File: src/rtl/kps_pkg.sv
package kps_pkg;
  localparam int PRE_W   = 8;
  localparam int CF_NO3K = 8;
  localparam int CF_DIAG = 9;
  localparam int CF_BDRV = 10;
  localparam int CF_FAST = 11;
  localparam int CF_ADDR = 12;
  localparam int CF_EN   = 18;

  typedef struct packed {
    logic             en;
    logic             fast;
    logic             bdrv;
    logic             probe;
    logic             no3k;
    logic [PRE_W-1:0] preload;
  } kps_cfg_t;
endpackage

File: src/rtl/kps_scan.sv
module kps_scan #(
  parameter int ROWS = 8,
  parameter int COLS = 8,
  localparam int N     = ROWS * COLS,
  localparam int RC_W  = $clog2(N),
  localparam int COL_W = $clog2(COLS),
  localparam int ROW_W = RC_W - COL_W
) (
  input  logic            clk,
  input  logic            rst,
  input  logic            scan_en,
  input  logic            fast,
  input  logic            bdrv,
  input  logic [COLS-1:0] col_in,
  output logic [ROWS-1:0] row_sel,
  output logic            bd,
  output logic [N-1:0]    frame,
  output logic            frame_vld
);
  logic [RC_W-1:0] rc, rc_nx, step;
  logic [N-1:0]    acc, acc_w, col0_mask;
  logic [ROW_W-1:0] rc_row;
  logic [COL_W-1:0] rc_col;

  assign rc_row = rc[RC_W-1:COL_W];
  assign rc_col = rc[COL_W-1:0];
  assign step   = fast ? RC_W'(COLS) : RC_W'(1);
  assign rc_nx  = rc + step;

  genvar g;
  generate
    for (g = 0; g < ROWS; g++) begin : g_row
      assign row_sel[g] = scan_en && (rc_row == ROW_W'(g));
    end
    for (g = 0; g < N; g++) begin : g_mask
      assign col0_mask[g] = ((g % COLS) == 0);
    end
  endgenerate

  assign bd = scan_en && bdrv && (rc_col < COL_W'(2));

  always_comb begin
    acc_w     = acc;
    acc_w[rc] = col_in[rc_col];
  end

  always_ff @(posedge clk) begin
    if (rst) begin
      rc        <= '0;
      acc       <= '0;
      frame     <= '0;
      frame_vld <= 1'b0;
    end else begin
      frame_vld <= 1'b0;
      if (!scan_en) begin
        rc <= '0;
      end else begin
        rc  <= rc_nx;
        acc <= acc_w;
        if (rc_nx == '0) begin
          frame     <= fast ? (acc_w & col0_mask) : acc_w;
          frame_vld <= 1'b1;
        end
      end
    end
  end

  assert_row_onehot_R1: assert property (@(posedge clk) disable iff (rst)
    $onehot0(row_sel));
  assert_fast_col0_R5: assert property (@(posedge clk) disable iff (rst)
    (scan_en && fast && rc_col == '0) |=> (rc_col == '0));
endmodule

File: src/rtl/kps_debounce.sv
module kps_debounce #(
  parameter int N = 64,
  localparam int PW = kps_pkg::PRE_W
) (
  input  logic          clk,
  input  logic          rst,
  input  logic          frame_vld,
  input  logic [N-1:0]  frame,
  input  logic [PW-1:0] preload,
  input  logic          irq_clr,
  output logic [N-1:0]  keys,
  output logic          irq
);
  localparam logic [PW-1:0] TERM = '1;

  logic [N-1:0]  ref_q;
  logic [PW-1:0] cnt, cnt_nx;
  logic          done, match, fire;

  assign match  = (frame == ref_q);
  assign cnt_nx = match ? ((cnt == TERM) ? cnt : cnt + 1'b1) : preload;
  assign fire   = frame_vld && (cnt_nx == TERM) && !(match && done);

  always_ff @(posedge clk) begin
    if (rst) begin
      ref_q <= '0;
      cnt   <= '0;
      done  <= 1'b0;
      keys  <= '0;
      irq   <= 1'b0;
    end else begin
      if (frame_vld) begin
        cnt  <= cnt_nx;
        done <= fire || (match && done);
        if (!match) ref_q <= frame;
      end
      if (fire) keys <= frame;
      irq <= fire || (irq && !irq_clr);
    end
  end

  assert_irq_source_R3: assert property (@(posedge clk) disable iff (rst)
    $rose(irq) |-> $past(frame_vld));
  assert_reload_R2: assert property (@(posedge clk) disable iff (rst)
    (frame_vld && frame != ref_q) |=> (cnt == $past(preload)));
  assert_irq_hold_R4: assert property (@(posedge clk) disable iff (rst)
    (irq && !irq_clr) |=> irq);
endmodule

File: src/rtl/kps_trio.sv
module kps_trio #(
  parameter int N     = 64,
  parameter int KEY_A = 3,
  parameter int KEY_B = 12,
  parameter int KEY_C = 45
) (
  input  logic         clk,
  input  logic         rst,
  input  logic [N-1:0] keys,
  input  logic         dis,
  output logic         req
);
  logic [N-1:0] trio;

  genvar g;
  generate
    for (g = 0; g < N; g++) begin : g_trio
      assign trio[g] = (g == KEY_A) || (g == KEY_B) || (g == KEY_C);
    end
  endgenerate

  always_ff @(posedge clk) begin
    if (rst) req <= 1'b0;
    else     req <= !dis && (keys == trio);
  end

  assert_trio_count_R6: assert property (@(posedge clk) disable iff (rst)
    req |-> ($countones($past(keys)) == 3));
endmodule

File: src/rtl/keypad_scanner.sv
module keypad_scanner #(
  parameter int ROWS  = 8,
  parameter int COLS  = 8,
  parameter int KEY_A = 3,
  parameter int KEY_B = 12,
  parameter int KEY_C = 45,
  localparam int N     = ROWS * COLS,
  localparam int RC_W  = $clog2(N),
  localparam int COL_W = $clog2(COLS),
  localparam int ROW_W = RC_W - COL_W
) (
  input  logic            clk,
  input  logic            rst,
  input  logic            cfg_we,
  input  logic [31:0]     cfg_wdata,
  output logic [31:0]     cfg_rdata,
  input  logic            irq_clear,
  output logic [ROWS-1:0] row_drive,
  input  logic [COLS-1:0] col_sense,
  output logic            back_drive,
  output logic [N-1:0]    key_state,
  output logic            key_irq,
  output logic            trio_reset,
  output logic            probe_hit
);
  import kps_pkg::*;

  logic [31:0]     ctrl;
  kps_cfg_t        cfg;
  logic [RC_W-1:0] paddr;
  logic [ROW_W-1:0] prow;
  logic [COL_W-1:0] pcol;
  logic            scan_en, fvld;
  logic [ROWS-1:0] scan_rows, probe_rows;
  logic [N-1:0]    frame;

  always_ff @(posedge clk) begin
    if (rst)         ctrl <= '0;
    else if (cfg_we) ctrl <= cfg_wdata;
  end
  assign cfg_rdata = ctrl;

  assign cfg.preload = ctrl[PRE_W-1:0];
  assign cfg.no3k    = ctrl[CF_NO3K];
  assign cfg.probe   = ctrl[CF_DIAG];
  assign cfg.bdrv    = ctrl[CF_BDRV];
  assign cfg.fast    = ctrl[CF_FAST];
  assign cfg.en      = ctrl[CF_EN];
  assign paddr       = ctrl[CF_ADDR +: RC_W];
  assign prow        = paddr[RC_W-1:COL_W];
  assign pcol        = paddr[COL_W-1:0];
  assign scan_en     = cfg.en && !cfg.probe;

  genvar g;
  generate
    for (g = 0; g < ROWS; g++) begin : g_probe
      assign probe_rows[g] = (prow == ROW_W'(g));
    end
  endgenerate

  assign row_drive = cfg.probe ? probe_rows : scan_rows;

  always_ff @(posedge clk) begin
    if (rst) probe_hit <= 1'b0;
    else     probe_hit <= cfg.probe && col_sense[pcol];
  end

  kps_scan #(.ROWS(ROWS), .COLS(COLS)) u_scan (
    .clk(clk), .rst(rst), .scan_en(scan_en), .fast(cfg.fast), .bdrv(cfg.bdrv),
    .col_in(col_sense), .row_sel(scan_rows), .bd(back_drive),
    .frame(frame), .frame_vld(fvld)
  );

  kps_debounce #(.N(N)) u_db (
    .clk(clk), .rst(rst), .frame_vld(fvld), .frame(frame),
    .preload(cfg.preload), .irq_clr(irq_clear), .keys(key_state), .irq(key_irq)
  );

  kps_trio #(.N(N), .KEY_A(KEY_A), .KEY_B(KEY_B), .KEY_C(KEY_C)) u_trio (
    .clk(clk), .rst(rst), .keys(key_state), .dis(cfg.no3k), .req(trio_reset)
  );

  assert_probe_freeze_R7: assert property (@(posedge clk) disable iff (rst)
    (cfg.probe && $past(cfg.probe) && $past(cfg.probe, 2)) |-> $stable(key_state));
  assert_probe_row_R7: assert property (@(posedge clk) disable iff (rst)
    cfg.probe |-> $onehot(row_drive));
endmodule

File: config.mk
export PLATFORM = sky130hd
export DESIGN_NAME = keypad_scanner
export DESIGN_NICKNAME = d
export VERILOG_FILES = /design/src/rtl/kps_pkg.sv /design/src/rtl/kps_scan.sv /design/src/rtl/kps_debounce.sv /design/src/rtl/kps_trio.sv /design/src/rtl/keypad_scanner.sv
export SDC_FILE = /design/constraint.sdc
export NUM_CORES = 1
export LEC_CHECK = 0
export ABC_AREA = 1
export BUFFER_PORTS_ARGS = -buffer_cell sky130_fd_sc_hd__buf_2
export CAP_MARGIN = 20
export CORE_MARGIN = 2
export CORE_UTILIZATION = 62
export CTS_CLUSTER_DIAMETER = 120
export DETAILED_ROUTE_END_ITERATION = 10
export PLACE_DENSITY = 0.83
export SLEW_MARGIN = 20
export SYNTH_ARGS = -nofsm -noshare
export SYNTH_HDL_FRONTEND = slang
export SYNTH_SLANG_ARGS = --single-unit
export TNS_END_PERCENT = 5
File: constraint.sdc
create_clock -name clk -period 6.4 [get_ports clk]
set_input_delay 0.32 -clock clk [delete_from_list [all_inputs] [get_ports clk]]
set_output_delay 0.32 -clock clk [all_outputs]
set_load 0.1 [all_outputs]
==> results of run 1 <==
synth_stat cells, drive strengths merged:
library cell and instances:
nor4 4, dfxtp 307, clkbuf 70, o221ai 1, ha 4, buf 50, a211oi 12, nor2 360
nand2 497, xnor2 2, a31oi 3, clkinv 12, o22ai 8, inv 313, nor3 12, nand3b 1
o21a 2, o21ai 140, xor2 12, o31ai 36, nand4 82, o211ai 16, a21oi 230, nand3 21
a221oi 1
cells by family after synthesis:
| logic type | synth area share [%] |
|---|---|
| buf+inv | 12.35 |
| fa+ha+maj | 0.3450 |
| compound gates | 16.77 |
| flops | 42.36 |
| xor+xnor | 0.8451 |
| simple gates | 27.33 |
worst min-delay path by stage:
stage	end	slack [ps]	depth (start not counted)	from
final	cfg_rdata[8]$_SDFFE_PP0P_	20	3	cfg_wdata[8]
after global routing	cfg_rdata[8]$_SDFFE_PP0P_	20	3	cfg_wdata[8]
after CTS	cfg_rdata[3]$_SDFFE_PP0P_	4	3	cfg_wdata[3]
after detailed placement	u_scan.acc[4]$_SDFFE_PP0P_	450	2	u_scan.acc[4]$_SDFFE_PP0P_
after global placement	u_scan.acc[63]$_SDFFE_PP0P_	440	2	u_scan.acc[63]$_SDFFE_PP0P_
after floorplan	u_scan.acc[24]$_SDFFE_PP0P_	430	2	u_scan.acc[24]$_SDFFE_PP0P_
critical path: stages (launching register included):
cell,delay [ps]
dfxtp_1,410
inv_2,70
nand2_1,60
nand2_1,50
nor2_1,140
nand2_1,90
nor2_1,240
nand2_1,160
nor2_2,220
nand2_2,190
nand2_1,120
nand2_1,80
nor2_1,120
nand2_1,90
nor2_4,700
buf_4,460
nand4_1,150
nand2_1,100
nor2_1,40
flip-flops by register name, summed over array words and instances (netlist names), 6 cells and up:
signal / flops
cfg_rdata: 32
u_db.cnt: 8
u_db.keys: 64
u_db.ref_q: 64
u_scan.acc: 64
u_scan.frame: 64
u_scan.rc: 6
layer usage:
metal  vias up  routed length, microns  global-route usage, %
li1       7173                       -                      -
met1      6415                   17450                  45.04
met2       636                   17580                  50.88
met3        78                    3550                  4.075
met4         0                     965                  10.09
met5         -                       0                      0
through the flow:
step	hold WS [ps]	util, %
floorplan	430.6	-
global placement	440.8	66.77
detailed placement	446.6	66.77
CTS	4.130	72.21
global route	19.18	72.27
finish	16.70	72.27
area by class of cell:
class | count | area share [%]
clock buffer | 48 | 5.708
clock inverter | 9 | 0.7297
inverter | 325 | 7.426
multi-input combinational | 1444 | 40.09
sequential | 307 | 37.33
tap | 313 | 2.379
timing repair buffer | 182 | 6.331
report_power, final:
part | switching (mW) | internal [mW]
registers | 0.0238 | 1.95
clock network | 0.760 | 1.12
logic | 0.399 | 0.114
total | 1.18 | 3.18
==> results.sh, run 1 <==
export IMPL_yosysSeqAreaShare_pct=42.36
export IMPL_grt_pass1_wl_microns=64350
export IMPL_yosys_warnings=0
export IMPL_max_cap_violations=0
export IMPL_die_area_sq_um=24640
export IMPL_final_common_cell="nand2_1"
export IMPL_critPathKind="register to register"
export IMPL_period_share_pct=56.71
export IMPL_core_area_sq_um=22780
export IMPL_clkLatencyLatePin_ps=560
export IMPL_die_h_microns=157.0
export IMPL_final_min_clock_period_ps=3629
export IMPL_drive_gt1_share_pct=12.27
export IMPL_htreeDepth=1
export IMPL_synth_top_area_share_pct=42.36
export IMPL_nFillCells=1820
export IMPL_synth_nets=2244
export IMPL_diodes=0
export IMPL_cts_sinks=307
export IMPL_rsz0062_at_grt="false"
export IMPL_end_kind="register"
export IMPL_setup_violations=0
export IMPL_postCtsSetupBuffers=0
export IMPL_multi_input_comb_area_sq_um=6600
export IMPL_r2r_setup_slack_ps=2770
export IMPL_nNetsFinal=2339
export IMPL_rows=55
export IMPL_grt_start_max_net_pins=129
export IMPL_stdcell_area_sq_um=16460
export IMPL_clk_pin_slew_ps=60
export IMPL_p_leak_nw=7.248
export IMPL_slew_viol_final=0
export IMPL_grt_pass1_vias=13110
export IMPL_fin_tns_setup_ps=0
export IMPL_reg2reg_depth=18
export IMPL_synth_cell_area_sq_um=14510
export IMPL_drtIter0Drc=1526
export IMPL_setup_worst_path_start="u_scan.frame[3]$_SDFFE_PP0P_"
export IMPL_initial_core_util_pct=63.70
export IMPL_postSynthCellCount=2196
export IMPL_grt_overflow=0
export IMPL_dp_cells=2552
export IMPL_cp_start_kind="register"
export IMPL_die_w_microns=157.0
export IMPL_r2r_end="u_db.keys[24]$_SDFFE_PP0P_"
export IMPL_antenna_left=0
export IMPL_drc=0
export IMPL_arrival_ps=4080
export IMPL_synthTopCellsByArea="dfxtp_1, nand2_1, nor2_1"
export IMPL_powerDensity_nw_per_um2=265.2
export IMPL_ys_ff_latch=307
export IMPL_place_area_sq_um=15210
export IMPL_antenna_found_initial=0
export IMPL_worstMarginPinSlew_ps=1045
export IMPL_gp_congestion=0.9030
export IMPL_drt_pass1_iterations=6
export IMPL_synthToLayoutAreaGrowth_pct=13.46
export IMPL_wl_per_cell_microns=15.05
export IMPL_worstPathMaxFanout=34
export IMPL_track_usage_pct=31.87
export IMPL_fmax_mhz=275.5
export IMPL_regArea_sq_um=6146
export IMPL_r2r_start="u_scan.frame[3]$_SDFFE_PP0P_"
export IMPL_cts_tree="yes"
export IMPL_cp_endpoint="u_db.keys[24]$_SDFFE_PP0P_"
export IMPL_post_place_ws_ps=2869
export IMPL_synthDistinctLibCells=34
export IMPL_cts_buffer_depth=3
export IMPL_fin_skew_ps=9.505
export IMPL_postCtsHoldBufs=18
export IMPL_layout_cells_non_filler=2628
export IMPL_cts_resized=0
export IMPL_dp_hpwl_microns=25790
export IMPL_cts_buffers=31
export IMPL_synth_largest_area_cell="dfxtp_1"
export IMPL_crit_required_ps=6850
export IMPL_worstHoldPathType="input port to register"
export IMPL_io_pins=152
export IMPL_worst_slack_ps=2771
export IMPL_status="complete, no violations"
export IMPL_syn_avg_cell_area_sq_um=6.607
export IMPL_via_per_inst=5.442
export IMPL_slew_headroom_pct=30.32
export IMPL_ir_drop_uv=180.4
export IMPL_mostFrequentLayoutCells="nand2_1, nor2_1, dfxtp_1"
export IMPL_finalWirelength_microns=39550
export IMPL_vias=14300
export IMPL_cts_root_buf="clkbuf_16"
export IMPL_final_hold_viol_count=0
export IMPL_total_power_mw=4.366
export IMPL_port_buffers=151
Power figures use the tool's default switching activity.
==> inputs of run 2 (changes only) <==
--- a/config.mk
+++ b/config.mk
@@ -5,14 +5,14 @@
 export SDC_FILE = /design/constraint.sdc
 export NUM_CORES = 1
 export LEC_CHECK = 0
-export ABC_AREA = 1
+export ABC_AREA = 0
 export BUFFER_PORTS_ARGS = -buffer_cell sky130_fd_sc_hd__buf_2
 export CAP_MARGIN = 20
 export CORE_MARGIN = 2
-export CORE_UTILIZATION = 62
+export CORE_UTILIZATION = 53
 export CTS_CLUSTER_DIAMETER = 120
 export DETAILED_ROUTE_END_ITERATION = 10
-export PLACE_DENSITY = 0.83
+export PLACE_DENSITY = 0.76
 export SLEW_MARGIN = 20
 export SYNTH_ARGS = -nofsm -noshare
 export SYNTH_HDL_FRONTEND = slang
==> constraint.sdc (replaced) <==
create_clock -name clk -period 3.2 [get_ports clk]
set_input_delay 0.16 -clock clk [delete_from_list [all_inputs] [get_ports clk]]
set_output_delay 0.16 -clock clk [all_outputs]
set_load 0.1 [all_outputs]
==> run 2 against run 1 <==
Area after synthesis down 0.51%; clock power up 91%; global-route usage down 5.1 points; core utilization down 10 points; critical path type is now register to output port.
==> results.sh, run 2 <==
export IMPL_status="complete, no violations"
export IMPL_r2r_start="u_db.cnt[0]$_SDFFE_PP0P_"
export IMPL_slew_headroom_pct=36.64
export IMPL_final_hold_viol_count=0
export IMPL_mostFrequentLayoutCells="dfxtp_1, a21oi_1, buf_2"
export IMPL_crit_required_ps=3040
export IMPL_worstHoldPathType="input port to register"
export IMPL_drive_gt1_share_pct=15.20
export IMPL_reg2reg_depth=7
export IMPL_htreeDepth=1
export IMPL_synth_cell_area_sq_um=14440
export IMPL_cts_buffer_depth=3
export IMPL_cts_tree="yes"
export IMPL_final_min_clock_period_ps=2915
export IMPL_period_share_pct=91.09
export IMPL_clkLatencyLatePin_ps=560
export IMPL_die_area_sq_um=28570
export IMPL_synthDistinctLibCells=56
export IMPL_max_stage_delay_ps=630
export IMPL_synth_top_area_share_pct=42.58
export IMPL_nNetsFinal=1801
export IMPL_fin_skew_ps=15.91
export IMPL_cts_buffers=31
export IMPL_via_per_inst=6.108
export IMPL_die_w_microns=169.0
export IMPL_cts_resized=0
export IMPL_synth_commonest_cells="dfxtp_1, a21oi_1, clkbuf_1"
export IMPL_drtIter0Drc=1541
export IMPL_busiest_layer="met2"
export IMPL_vias=12930
export IMPL_setup_violations=0
export IMPL_powerDensity_nw_per_um2=482.8
export IMPL_die_h_microns=169.0
export IMPL_antenna_left=0
export IMPL_path_depth=5
export IMPL_end_kind="output port"
export IMPL_final_common_cell="dfxtp_1"
export IMPL_slew_viol_final=0
export IMPL_clk_pin_slew_ps=60
export IMPL_use_met3_pct=3.531
export IMPL_arrival_ps=2750
export IMPL_worstMarginPinSlew_ps=946.8
export IMPL_dp_hpwl_microns=25340
export IMPL_rsz0062_at_grt="false"
export IMPL_synth_edf_count=0
export IMPL_setup_worst_path_start="u_scan.rc[4]$_SDFF_PP0_"
export IMPL_io_pins=152
export IMPL_rows=60
export IMPL_postSynthCellCount=1679
export IMPL_cp_endpoint="row_drive[7]"
export IMPL_critPathBufInv=2
export IMPL_initial_core_util_pct=53.71
export IMPL_synthTopCellsByArea="dfxtp_1, a21oi_1, mux2i_1"
export IMPL_critical_path_top_delay_family="buffers and inverters"
export IMPL_cts_root_buf="clkbuf_16"
export IMPL_finalWirelength_microns=40040
export IMPL_synth_nets=1727
export IMPL_antenna_found_initial=0
export IMPL_yosys_warnings=0
export IMPL_yosysSeqAreaShare_pct=42.58
export IMPL_slowest_stage="dfxtp_1"
export IMPL_ir_drop_uv=421.6
export IMPL_yosys_most_used_dff="dfxtp_1"
export IMPL_syn_avg_cell_area_sq_um=8.597
export IMPL_holdWs_ps=129.0
export IMPL_nFillCells=2238
export IMPL_critPathKind="register to output port"
export IMPL_track_usage_pct=26.81
export IMPL_grt_start_max_net_pins=129
export IMPL_grt_pass1_vias=11490
export IMPL_diodes=0
export IMPL_drc=0
export IMPL_r2r_end="u_db.keys[52]$_SDFFE_PP0P_"
export IMPL_drt_pass1_iterations=5
export IMPL_port_buffers=151
export IMPL_cp_start_kind="register"
export IMPL_synthToLayoutAreaGrowth_pct=15.58
export IMPL_synth_largest_area_cell="dfxtp_1"
export IMPL_synthArstFlopShare_pct=0
export IMPL_core_area_sq_um=26880
export IMPL_max_cap_violations=0
export IMPL_grt_pass1_wl_microns=62690
export IMPL_r2r_setup_slack_ps=300
export IMPL_gp_congestion=0.9195
export IMPL_p_leak_nw=6.269
export IMPL_grt_overflow=0
export IMPL_wl_per_cell_microns=18.91
export IMPL_global_route_usage_met1_pct=39.52
export IMPL_grt_met2_usage_pct=40.70
export IMPL_fin_tns_setup_ps=0
export IMPL_postCtsSetupBuffers=0
export IMPL_cts_sinks=307
export IMPL_synth_most_common_cell="dfxtp_1"
export IMPL_worstPathMaxFanout=19
export IMPL_path_cells="and3_1, buf_4, and2_1, o21bai_1, buf_2"
export IMPL_fmax_mhz=343.1
export IMPL_ys_ff_latch=307
## run 2: changes by cell type in the layout (fill, tap and decap cells not counted), sizes merged, moves of 64 or more
cell    change
mux2i     +105
inv       -303
a31oi      +64
nand2b    +136
nor2      -309
nand2     -467
## run 2: worst min path at each step
| stage | from | to | depth (start not counted) |
|---|---|---|---|
| final | rst | u_db.irq$_SDFF_PP0_ | 2 |
| after global routing | rst | u_db.irq$_SDFF_PP0_ | 2 |
| after CTS | rst | cfg_rdata[11]$_SDFFE_PP0P_ | 2 |
| after detailed placement | cfg_wdata[0] | cfg_rdata[0]$_SDFFE_PP0P_ | 3 |
| after global placement | cfg_wdata[14] | cfg_rdata[14]$_SDFFE_PP0P_ | 3 |
| after floorplan | cfg_wdata[0] | cfg_rdata[0]$_SDFFE_PP0P_ | 2 |
## run 2: timing repair
action | 4_1_cts | 5_1_grt
hold buffers | 33 | 0
endpoints found under the setup margin | 0 | 0
endpoints found under the hold margin | 33 | 0
## run 2: layout make-up
class	instances	area, sq um	area share [%]
Clock inverter	14	131.4	0.7875
Tap cell	341	426.7	2.557
Sequential cell	307	6147	36.85
Timing Repair Buffer	230	1556	9.330
Multi-Input combinational cell	1172	7503	44.98
Inverter	11	41.29	0.2475
Clock buffer	42	877.1	5.257
## run 2: metrics by stage
stage | power (mW) | cell area [sq um] | cells | worst slack [ps] | utilization (%)
finish | 8.055 | 16680 | 2117 | 285.2 | 62.08
floorplan | 4.384 | 14450 | 1679 | -165.3 | -
global route | 8.278 | 16680 | 2117 | 89.50 | 62.08
global placement | 4.494 | 15340 | 2028 | 419.8 | 57.10
detailed placement | 4.499 | 15340 | 2028 | 345.8 | 57.10
CTS | 8.074 | 16680 | 2117 | 294.9 | 62.08
## run 2: kinds of logic (layout without fill, tap and decap cells)
kind of cell	Yosys count	count (layout)	share of synthesized area, %
AOI/OAI and AO/OA	545	545	21.70
and+or+nand+nor	447	447	17.71
DFF	307	307	42.58
buffers and inverters	200	297	5.885
muxes	107	107	7.593
xor gates and xnor gates	69	69	4.187
adders and majority gates	4	4	0.3467
## run 2: power breakdown
part | internal (mW) | switching (mW) | leakage [nW]
clock | 2.07 | 1.52 | 0.496
sequential | 3.85 | 0.0278 | 2.48
combinational | 0.155 | 0.426 | 3.29
## run 2: metal layers
layer,part of all wire [%],vias to the layer above,routed length [microns]
met3,7.4,76,2952
met1,46,6038,18420
met4,3.1,0,1234
met5,0,-,0
li1,-,6280,-
met2,44,537,17430
## run 2: worst register-to-register path, cell delays in order (launching register included)
cell and delay (ps):
dfxtp_1 440, ha_1 340, nand4_1 240, or3_1 520
a2111oi_2 560, mux2i_4 280, buf_12 250, mux2i_1 200
